===== config.mk =====
export PLATFORM = sky130hd
export DESIGN_NAME = scanpos_reporter
export DESIGN_NICKNAME = d
export VERILOG_FILES = /design/src/rtl/scanpos_pkg.sv /design/src/rtl/scanpos_geom.sv /design/src/rtl/scanpos_linemap.sv /design/src/rtl/scanpos_split.sv /design/src/rtl/scanpos_reporter.sv
export SDC_FILE = /design/constraint.sdc
export NUM_CORES = 2
export LEC_CHECK = 0
export CAP_MARGIN = 10
export CORE_MARGIN = 3
export CORE_UTILIZATION = 35
export DETAILED_ROUTE_END_ITERATION = 8
export GPL_TIMING_DRIVEN = 0
export SLEW_MARGIN = 20
export SYNTH_ARGS = -nofsm -noshare
export SYNTH_HDL_FRONTEND = slang
export SYNTH_SLANG_ARGS = --single-unit

===== constraint.sdc =====
create_clock -name clk -period 79.6 [get_ports clk]
set_clock_uncertainty 0.2 [all_clocks]
set_input_delay 11.94 -clock clk [delete_from_list [all_inputs] [get_ports clk]]
set_output_delay 11.94 -clock clk [all_outputs]
set_load 0.1 [all_outputs]

===== src/rtl/scanpos_pkg.sv =====
package scanpos_pkg;

    typedef enum logic [1:0] {
        OFS_MINUS1 = 2'b00,
        OFS_PLUS1  = 2'b01,
        OFS_PLUS2  = 2'b10,
        OFS_RSVD   = 2'b11
    } ofs_sel_e;

    // Signed line correction selected by the offset code; reserved acts as +1.
    function automatic logic signed [2:0] ofs_value(input ofs_sel_e sel);
        case (sel)
            OFS_MINUS1: ofs_value = -3'sd1;
            OFS_PLUS2:  ofs_value = 3'sd2;
            default:    ofs_value = 3'sd1;
        endcase
    endfunction

endpackage


===== src/rtl/scanpos_geom.sv =====
module scanpos_geom #(
    parameter int LINE_W = 12
) (
    input  logic                  pix_mode,
    input  logic                  interlace,
    input  logic [LINE_W-1:0]     htotal,
    input  logic [LINE_W-1:0]     vtotal,
    input  logic [LINE_W-1:0]     vblank_start,
    input  logic [LINE_W-1:0]     vblank_end,
    output logic [LINE_W-1:0]     vt_eff,
    output logic [2*LINE_W-1:0]   vbs_u,
    output logic [2*LINE_W-1:0]   vbe_u,
    output logic [2*LINE_W-1:0]   tot_u
);
    localparam int PIX_W = 2 * LINE_W;

    logic [LINE_W:0]   vbs_round;
    logic [LINE_W-1:0] vbs_e;
    logic [LINE_W-1:0] vbe_e;
    logic [LINE_W-1:0] scale;

    always_comb begin
        vbs_round = {1'b0, vblank_start} + {{LINE_W{1'b0}}, 1'b1};
        vbs_e     = interlace ? vbs_round[LINE_W:1] : vblank_start;
        vbe_e     = interlace ? {1'b0, vblank_end[LINE_W-1:1]} : vblank_end;
        vt_eff    = interlace ? {1'b0, vtotal[LINE_W-1:1]} : vtotal;
        scale     = pix_mode ? htotal : {{(LINE_W-1){1'b0}}, 1'b1};
        vbs_u     = PIX_W'(vbs_e)  * PIX_W'(scale);
        vbe_u     = PIX_W'(vbe_e)  * PIX_W'(scale);
        tot_u     = PIX_W'(vt_eff) * PIX_W'(scale);
    end

endmodule


===== src/rtl/scanpos_linemap.sv =====
module scanpos_linemap
    import scanpos_pkg::*;
#(
    parameter int LINE_W = 12
) (
    input  logic [LINE_W-1:0] raw_line,
    input  logic [LINE_W-1:0] log_line,
    input  logic [LINE_W-1:0] vt,
    input  ofs_sel_e          sel,
    output logic [LINE_W-1:0] fwd_line,
    output logic [LINE_W-1:0] inv_line
);
    localparam int SUM_W = LINE_W + 3;

    logic [SUM_W-1:0] vt_nz;
    logic [SUM_W-1:0] base_fwd;
    logic [SUM_W-1:0] base_inv;
    logic [SUM_W-1:0] sum_fwd;
    logic [SUM_W-1:0] sum_inv;
    logic [SUM_W-1:0] mod_fwd;
    logic [SUM_W-1:0] mod_inv;
    logic signed [2:0] k;

    always_comb begin
        k        = ofs_value(sel);
        vt_nz    = (vt == '0) ? SUM_W'(1) : SUM_W'(vt);
        // Two frame heights keep every sum non-negative for any offset.
        base_fwd = SUM_W'(raw_line) + (vt_nz << 1);
        base_inv = SUM_W'(log_line) + (vt_nz << 1);
        sum_fwd  = base_fwd + SUM_W'(k);
        sum_inv  = base_inv - SUM_W'(k);
        mod_fwd  = sum_fwd % vt_nz;
        mod_inv  = sum_inv % vt_nz;
        fwd_line = mod_fwd[LINE_W-1:0];
        inv_line = mod_inv[LINE_W-1:0];
    end

endmodule


===== src/rtl/scanpos_split.sv =====
module scanpos_split #(
    parameter int LINE_W = 12
) (
    input  logic                        pix_mode,
    input  logic signed [2*LINE_W+1:0]  rel,
    input  logic [LINE_W-1:0]           htotal,
    output logic signed [LINE_W+1:0]    vpos,
    output logic signed [LINE_W+1:0]    hpos,
    output logic                        neg
);
    localparam int REL_W = 2 * LINE_W + 2;

    logic signed [REL_W-1:0] ht_s;
    logic signed [REL_W-1:0] quo;
    logic signed [REL_W-1:0] rem;

    always_comb begin
        ht_s = (htotal == '0) ? REL_W'(1) : signed'(REL_W'(htotal));
        quo  = rel / ht_s;
        rem  = rel % ht_s;
        if (pix_mode) begin
            vpos = quo[LINE_W+1:0];
            hpos = rem[LINE_W+1:0];
        end else begin
            vpos = rel[LINE_W+1:0];
            hpos = '0;
        end
        neg = vpos[LINE_W+1];
    end

endmodule


===== src/rtl/scanpos_reporter.sv =====
module scanpos_reporter
    import scanpos_pkg::*;
#(
    parameter int LINE_W = 12
) (
    input  logic                       clk,
    input  logic                       rst_n,
    input  logic                       in_valid,
    input  logic                       pix_mode,
    input  logic                       interlace,
    input  logic [1:0]                 ofs_sel,
    input  logic [2*LINE_W-1:0]        raw_count,
    input  logic [LINE_W-1:0]          logical_line,
    input  logic [LINE_W-1:0]          htotal,
    input  logic [LINE_W-1:0]          hsync_start,
    input  logic [LINE_W-1:0]          vtotal,
    input  logic [LINE_W-1:0]          vblank_start,
    input  logic [LINE_W-1:0]          vblank_end,
    output logic                       out_valid,
    output logic signed [LINE_W+1:0]   vpos,
    output logic signed [LINE_W+1:0]   hpos,
    output logic                       in_vblank,
    output logic [LINE_W-1:0]          hw_line
);
    localparam int PIX_W = 2 * LINE_W;
    localparam int REL_W = PIX_W + 2;
    localparam int POS_W = LINE_W + 2;

    typedef struct packed {
        logic              valid;
        logic              pix;
        logic [PIX_W-1:0]  pos;
        logic [PIX_W-1:0]  shift;
        logic [PIX_W-1:0]  vbs;
        logic [PIX_W-1:0]  vbe;
        logic [PIX_W-1:0]  tot;
        logic [LINE_W-1:0] ht;
        logic [LINE_W-1:0] vt;
        logic [LINE_W-1:0] hw;
    } s1_t;

    typedef struct packed {
        logic                    valid;
        logic                    pix;
        logic signed [REL_W-1:0] rel;
        logic [LINE_W-1:0]       ht;
        logic [LINE_W-1:0]       vt;
        logic [LINE_W-1:0]       hw;
    } s2_t;

    typedef struct packed {
        logic                    valid;
        logic                    pix;
        logic signed [POS_W-1:0] vpos;
        logic signed [POS_W-1:0] hpos;
        logic                    vbl;
        logic [LINE_W-1:0]       ht;
        logic [LINE_W-1:0]       vt;
        logic [LINE_W-1:0]       hw;
    } s3_t;

    typedef struct packed {
        s1_t s1;
        s2_t s2;
        s3_t s3;
    } pipe_t;

    pipe_t pipe_d, pipe_q;

    // Stage 1 helpers: timing normalisation and line remapping.
    logic [LINE_W-1:0] vt_eff;
    logic [PIX_W-1:0]  vbs_u, vbe_u, tot_u;
    logic [LINE_W-1:0] fwd_line, inv_line;

    scanpos_geom #(.LINE_W(LINE_W)) u_geom (
        .pix_mode     (pix_mode),
        .interlace    (interlace),
        .htotal       (htotal),
        .vtotal       (vtotal),
        .vblank_start (vblank_start),
        .vblank_end   (vblank_end),
        .vt_eff       (vt_eff),
        .vbs_u        (vbs_u),
        .vbe_u        (vbe_u),
        .tot_u        (tot_u)
    );

    scanpos_linemap #(.LINE_W(LINE_W)) u_linemap (
        .raw_line (raw_count[LINE_W-1:0]),
        .log_line (logical_line),
        .vt       (vt_eff),
        .sel      (ofs_sel_e'(ofs_sel)),
        .fwd_line (fwd_line),
        .inv_line (inv_line)
    );

    // Stage 3 helper: split into line and pixel parts.
    logic signed [POS_W-1:0] split_v, split_h;
    logic                    split_neg;

    scanpos_split #(.LINE_W(LINE_W)) u_split (
        .pix_mode (pipe_q.s2.pix),
        .rel      (pipe_q.s2.rel),
        .htotal   (pipe_q.s2.ht),
        .vpos     (split_v),
        .hpos     (split_h),
        .neg      (split_neg)
    );

    logic [LINE_W-1:0] ht_gap;
    logic [REL_W-1:0]  sum2, wrap2, rel2;

    always_comb begin
        pipe_d = pipe_q;

        // Stage 1: clamp pixel count or correct line, capture thresholds.
        ht_gap = htotal - hsync_start;
        pipe_d.s1.valid = in_valid;
        pipe_d.s1.pix   = pix_mode;
        if (pix_mode) begin
            if (tot_u == '0)
                pipe_d.s1.pos = '0;
            else if (raw_count >= tot_u)
                pipe_d.s1.pos = tot_u - PIX_W'(1);
            else
                pipe_d.s1.pos = raw_count;
            pipe_d.s1.shift = PIX_W'(ht_gap);
        end else begin
            pipe_d.s1.pos   = PIX_W'(fwd_line);
            pipe_d.s1.shift = '0;
        end
        pipe_d.s1.vbs = vbs_u;
        pipe_d.s1.vbe = vbe_u;
        pipe_d.s1.tot = tot_u;
        pipe_d.s1.ht  = htotal;
        pipe_d.s1.vt  = vt_eff;
        pipe_d.s1.hw  = inv_line;

        // Stage 2: sync-aligned shift, wrap, signed relative position.
        sum2  = REL_W'(pipe_q.s1.pos) + REL_W'(pipe_q.s1.shift);
        wrap2 = (sum2 >= REL_W'(pipe_q.s1.tot)) ? sum2 - REL_W'(pipe_q.s1.tot) : sum2;
        if (wrap2 >= REL_W'(pipe_q.s1.vbs))
            rel2 = wrap2 - REL_W'(pipe_q.s1.vbe);
        else
            rel2 = wrap2 + REL_W'(pipe_q.s1.tot) - REL_W'(pipe_q.s1.vbe);
        pipe_d.s2.valid = pipe_q.s1.valid;
        pipe_d.s2.pix   = pipe_q.s1.pix;
        pipe_d.s2.rel   = signed'(rel2);
        pipe_d.s2.ht    = pipe_q.s1.ht;
        pipe_d.s2.vt    = pipe_q.s1.vt;
        pipe_d.s2.hw    = pipe_q.s1.hw;

        // Stage 3: vertical / horizontal split.
        pipe_d.s3.valid = pipe_q.s2.valid;
        pipe_d.s3.pix   = pipe_q.s2.pix;
        pipe_d.s3.vpos  = split_v;
        pipe_d.s3.hpos  = split_h;
        pipe_d.s3.vbl   = split_neg;
        pipe_d.s3.ht    = pipe_q.s2.ht;
        pipe_d.s3.vt    = pipe_q.s2.vt;
        pipe_d.s3.hw    = pipe_q.s2.hw;
    end

    always_ff @(posedge clk) begin
        if (!rst_n) pipe_q <= '0;
        else        pipe_q <= pipe_d;
    end

    assign out_valid = pipe_q.s3.valid;
    assign vpos      = pipe_q.s3.vpos;
    assign hpos      = pipe_q.s3.hpos;
    assign in_vblank = pipe_q.s3.vbl;
    assign hw_line   = pipe_q.s3.hw;

    // every accepted sample emerges three edges later.
    p_latency_r10: assert property (@(posedge clk) disable iff (!rst_n)
        in_valid |-> ##3 out_valid);

    // no result without a matching input.
    p_no_spurious_r10: assert property (@(posedge clk) disable iff (!rst_n)
        !in_valid |-> ##3 !out_valid);

    // the clamped pixel count stays inside the frame.
    p_clamp_r4: assert property (@(posedge clk) disable iff (!rst_n)
        (pipe_q.s1.valid && pipe_q.s1.pix && pipe_q.s1.tot != '0)
            |-> (pipe_q.s1.pos < pipe_q.s1.tot));

    // line mode carries no horizontal component.
    p_line_hpos_r7: assert property (@(posedge clk) disable iff (!rst_n)
        (out_valid && !pipe_q.s3.pix) |-> (hpos == '0));

    // the pixel remainder is shorter than one line.
    p_hpos_bound_r8: assert property (@(posedge clk) disable iff (!rst_n)
        (out_valid && pipe_q.s3.pix)
            |-> ((hpos < 0 ? -hpos : hpos) < signed'(POS_W'(pipe_q.s3.ht))));

    // the inverse line lies inside the frame.
    p_hw_range_r2: assert property (@(posedge clk) disable iff (!rst_n)
        (out_valid && pipe_q.s3.vt != '0) |-> (hw_line < pipe_q.s3.vt));

endmodule


Word level (Yosys, flattened, before mapping)
Index checks and enable logic that the tools add are counted.
{"block": "word_totals", "reg_bits": 240, "latchBits": 0, "mem_bits_rw": 0, "mem_bits_ro": 0, "out_inout_bits": 42, "wordCells": 66, "memories": 0}
{"block": "op_classes", "add_sub_neg": 12, "n_mul": 3, "div_mod_pow": 4, "order_cmp": 3, "eq_ne": 1, "shifts": 0, "muxes": 13, "bitwise": 2, "n_reduce_logical": 7}
{"operator": "$mux 12", "n": 7}
{"operator": "$mul 12x12->24", "n": 3}
{"operator": "$mux 26", "n": 2}
{"operator": "$sub 26x24->26", "n": 2}
{"operator": "$mux 36", "n": 1}
{"operator": "$add 12x15->15", "n": 2}
{"operator": "$mod 15x15->15", "n": 2}
{"operator": "$add 26x24->26", "n": 1}
{"operator": "$div 26x26->26", "n": 1}
{"operator": "$ge 26x24->1", "n": 1}
{"operator": "$mod 26x26->26", "n": 1}
{"operator": "$sub 25x24->26", "n": 1}
{"operator": "$add 24x24->25", "n": 1}
{"operator": "$ge 25x24->1", "n": 1}
{"operator": "$ge 24x24->1", "n": 1}
{"operator": "$logic_not 12->1", "n": 2}
{"operator": "$logic_not 24->1", "n": 1}
{"operator": "$mux 24", "n": 1}
{"operator": "$sub 24x1->24 const B", "n": 1}
{"operator": "$add 15x15->15", "n": 1}
{"operator": "$sub 15x15->15", "n": 1}
{"operator": "$mux 14", "n": 1}
{"operator": "$add 12x1->13 const B", "n": 1}
{"operator": "$sub 12x12->12", "n": 1}
{"operator": "other kinds (6)", "n": 8}

Longest topological paths before layout
{"block": "depth", "word_depth": 7, "depth_mapped": 355, "mapped_depth_nobuf": 328}

By module
Synthesis repeated with hierarchy kept, for this count alone.
{"block": "unflattened", "hier_cells": 7980, "hier_area_um2": 60839.6}
{"mod": "scanpos_split", "n_inst": 1, "cells_per_inst": 2534, "area_each_um2": 17618.1, "seq_area_each_um2": 0.0}
{"mod": "scanpos_linemap", "n_inst": 1, "cells_per_inst": 2041, "area_each_um2": 14650.3, "seq_area_each_um2": 0.0}
{"mod": "scanpos_geom", "n_inst": 1, "cells_per_inst": 1764, "area_each_um2": 14371.3, "seq_area_each_um2": 0.0}
{"mod": "scanpos_reporter", "n_inst": 1, "cells_per_inst": 1641, "area_each_um2": 14199.9, "seq_area_each_um2": 4564.4}

Least setup slack after synthesis
Ideal clock, no wire load.
{"block": "synth_timing", "kind": "register to register", "from": "register pipe_q (netlist bit pipe_d[35])", "to": "register pipe_q (netlist bit hpos[10])", "setup_ps": 72, "arrival_ps": 69986, "path_slack_ps": 9343, "path_stages_with_launch": 345, "synth_period_minus_slack_ps": 70257, "cell_sequence": "dfxtp_1 or4_1 buf_4 nor4b_2 nor2_1 ha_1 a22oi_2 ha_1 o21a_1 o211ai_1 mux2i_1 ha_1 o21a_1 or4b_2 a21oi_1 a21oi_1 ha_1 o21ai_0 [309 not listed] a21o_1 a21o_1 a21o_1 nor4_1 nand4b_1 or4_1 buf_2 or2_1 buf_6 buf_12 buf_8 o21ai_1 ha_1 inv_1 nor4_1 or3b_1 o311ai_1 mux2i_1"}
{"block": "synth_via", "elab_chain_cells": 3}
{"item": "start: declaration", "line_no": "scanpos_reporter.sv:68", "rtl": "pipe_t pipe_d, pipe_q;"}
{"item": "start signal: assignment", "line_no": "scanpos_reporter.sv:166", "rtl": "else pipe_q <= pipe_d;"}
{"item": "$logic_not 12->1", "line_no": "scanpos_split.sv:18", "rtl": "ht_s = (htotal == '0) ? REL_W'(1) : signed'(REL_W'(htotal));"}
{"item": "$mux 12 (*)", "line_no": "scanpos_split.sv:18"}
{"item": "$mod 26x26->26 (*)", "line_no": "scanpos_split.sv:20", "rtl": "rem = rel % ht_s;"}
Every way passes the cells marked *; elsewhere a longest branch is shown, timed or not.
A chain may end at the register's enable or synchronous reset.

Final worst setup path
{"block": "layout_timing", "from": "register pipe_q[108] in the netlist's numbering", "to": "register pipe_q (netlist bit hpos[8])"}
{"block": "layout_via", "elab_chain_cells": 1}
{"item": "$mod 26x26->26", "line_no": "scanpos_split.sv:20"}
No other way between the ends.

==> results.cfg <==
[setup_path]
crit_required_ns = 79.91
cp-start-kind = register
cpMaxStageDelayCell = or4b_2
crit_arrival_ns = 75.19
path_class = reg2reg
cp_common_cell = o21a_1
critical_path_peak_fanout = 10
rrSetupSlack_ns = 4.73
max_stage_delay_ns = 0.64
endpoint_kind = register

[route]
routed_wl_um = 169000
drtIter0Drc = 2819
routed_via_density = 5.42
dr.pass1.iters = 8
vias = 49800
drc_errors = 0
final_antenna_net_count = 0
wl_per_cell_um = 18.4

[global_routing]
grt_pass1_vias = 49300
grt_overflow_total = 0
antenna_found_initial = 13
grt_util_met2_pct = 36.2
met1_usage_pct = 27.3
busiest_layer = met2
gr-usage-met3_pct = 2.67
grt.total_usage_pct = 20.9
grt_max_degree = 30
grt_first_pass_wirelength_um = 268000

[cts]
cts_hold_buf = 0
cts_buffers = 26
clock_sinks = 227
h-tree-depth = 1
path_clk_slew_ns = 0.06
cts_root_buffer = clkbuf_16
clock_path_buffers = 3
clock_latency_ns = 0.59
cts_tree = done

[synth]
synthTopCellsByArea = ha_1 (20%), fa_1 (13%), dfxtp_1 (8.4%)
synth_edf_count = 0
ys_warn_count = 0
ys.flop_type = dfxtp_1
netlist_area_um2 = 54200
ys_async_sr_fraction_pct = 0
synthCells = 6917
mappedNetlistNets = 8221
ys_ff_latch = 227
ys_seq_area_share_pct = 8.39
synth_top_cell_by_area = ha_1
avgSynthCellArea_um2 = 7.83
yosysTopAreaCellShare_pct = 19.5
ys_types = 137

[status]
outcome = finished clean

[cells_and_area]
final_cells = 9190
syn2layout_area_growth_pct = 11.3
drive_gt1_share_pct = 7.53
fin_area_um2 = 60300
final_nets = 8444

[die]
die_y_um = 399
boundaryPins = 145
die_x_um = 399
die-area_um2 = 160000
start_util_pct = 35.5
rows = 143
core-area_um2 = 153000

[timing]
fmax_mhz = 13.4
tightest_slew_ns = 1.16
period_needed_ns = 74.87
slew_headroom_pct = 22.7
tns_ns = 0
hold_viol_final = 0
drv_slew = 0
finalSetupViolCount = 0
holdWs_ns = 0.210
fin_crit_sh_pct = 94.1

[placement]
dpl.hpwl_um = 143000
gp_congestion = 0.938
dp_cells = 9109
place_area_um2 = 58700
io_buffers = 143

[min_path]
hold_path.class = reg2reg

[job]
cap_violations = 0
## state kept, by name, indices dropped and copies added (netlist names)
name       cells
hw_line       12
hpos          14
vpos          14
pipe_d        52
pipe_q       134
out_valid      1
## cell usage after synthesis, drive strengths merged, types with 97 or more instances
master / n
nor2: 675
and2: 130
fa: 355
nand3: 97
nand2: 644
xnor2: 283
nor3: 309
a21o: 172
o31ai: 137
a21oi: 431
xor2: 108
dfxtp: 227
o21bai: 121
ha: 846
mux2: 149
inv: 671
clkbuf: 145
o21ai: 239
o21a: 286
mux2i: 99
## layer usage
layer	part of all wire (%)	up-vias
li1	-	24600
met1	45	23800
met2	47	1114
met3	4.9	225
met4	2.9	0
met5	0	-
## cells in the final DEF (no fill, tap or decap), drive strengths merged, types with 172 or more instances in the layout
master,n
a21o,172
a21oi,431
clkbuf,173
dfxtp,227
fa,355
ha,846
inv,670
nand2,644
nor2,675
nor3,309
o21a,286
o21ai,239
xnor2,283
## through the flow
step	setup slack [ns]	util, %
floorplan	9.34	-
global placement	-4.64	38.1
detailed placement	-4.18	38.4
CTS	0.00982	39.1
global route	-0.107	39.5
finish	4.73	39.5
## layout make-up
type	instances	area, um^2
sequential	227	4540
multi-input combinational	5784	46400
buffer	229	1220
tap	2030	2540
inverter	676	2540
fill	15800	92500
antenna	2	5.00
clock buffer	30	706
clock inverter	16	199
timing repair buffer	196	2100
## kinds of logic (layout without fill, tap and decap cells)
group                    Yosys count  count (layout)  synth area share (%)
XOR/XNOR                         391             391                  6.34
AND/OR/NAND/NOR                 2280            2280                  20.0
adder cells (fa/ha/maj)         1203            1203                  32.7
flip-flops                       227             227                  8.39
other                              0               2                     0
multiplexers                     250             250                  5.01
AO/OA/AOI/OAI                   1660            1660                  20.7
buffers and inverters            906            1147                  6.88
## worst paths after layout
kind / start / to / cells past startpoint
worst max register to register: pipe_q[108]$_SDFF_PN0_ / hpos[8]$_SDFF_PN0_ / 341
worst min-delay path: pipe_d[97]$_SDFF_PN0_ / pipe_d[30]$_SDFF_PN0_ / 1
worst min register to register: pipe_d[97]$_SDFF_PN0_ / pipe_d[30]$_SDFF_PN0_ / 1
worst max-delay path: pipe_q[108]$_SDFF_PN0_ / hpos[8]$_SDFF_PN0_ / 341
## what timing repair did
| item | in CTS | in global routing |
|---|---|---|
| resized for setup | 35 | 91 |
| setup buffers | 1 | 33 |
| endpoints found under the hold margin | 0 | 0 |
| pin swaps | 2 | 17 |
| endpoints found under the setup margin | 28 | 28 |
## worst max-delay path: cells and delay by family (launching register included)
family | cells | cell delay, ns
and+or+nand+nor | 79 | 17.64
buffers and inverters | 44 | 8.53
muxes | 7 | 2.24
DFF | 1 | 0.31
adders and majority gates | 27 | 8.09
AOI/OAI and AO/OA | 184 | 37.65
Power is not shown: default switching activity piles up to over one toggle a cycle in this logic, so the estimate is an artifact.
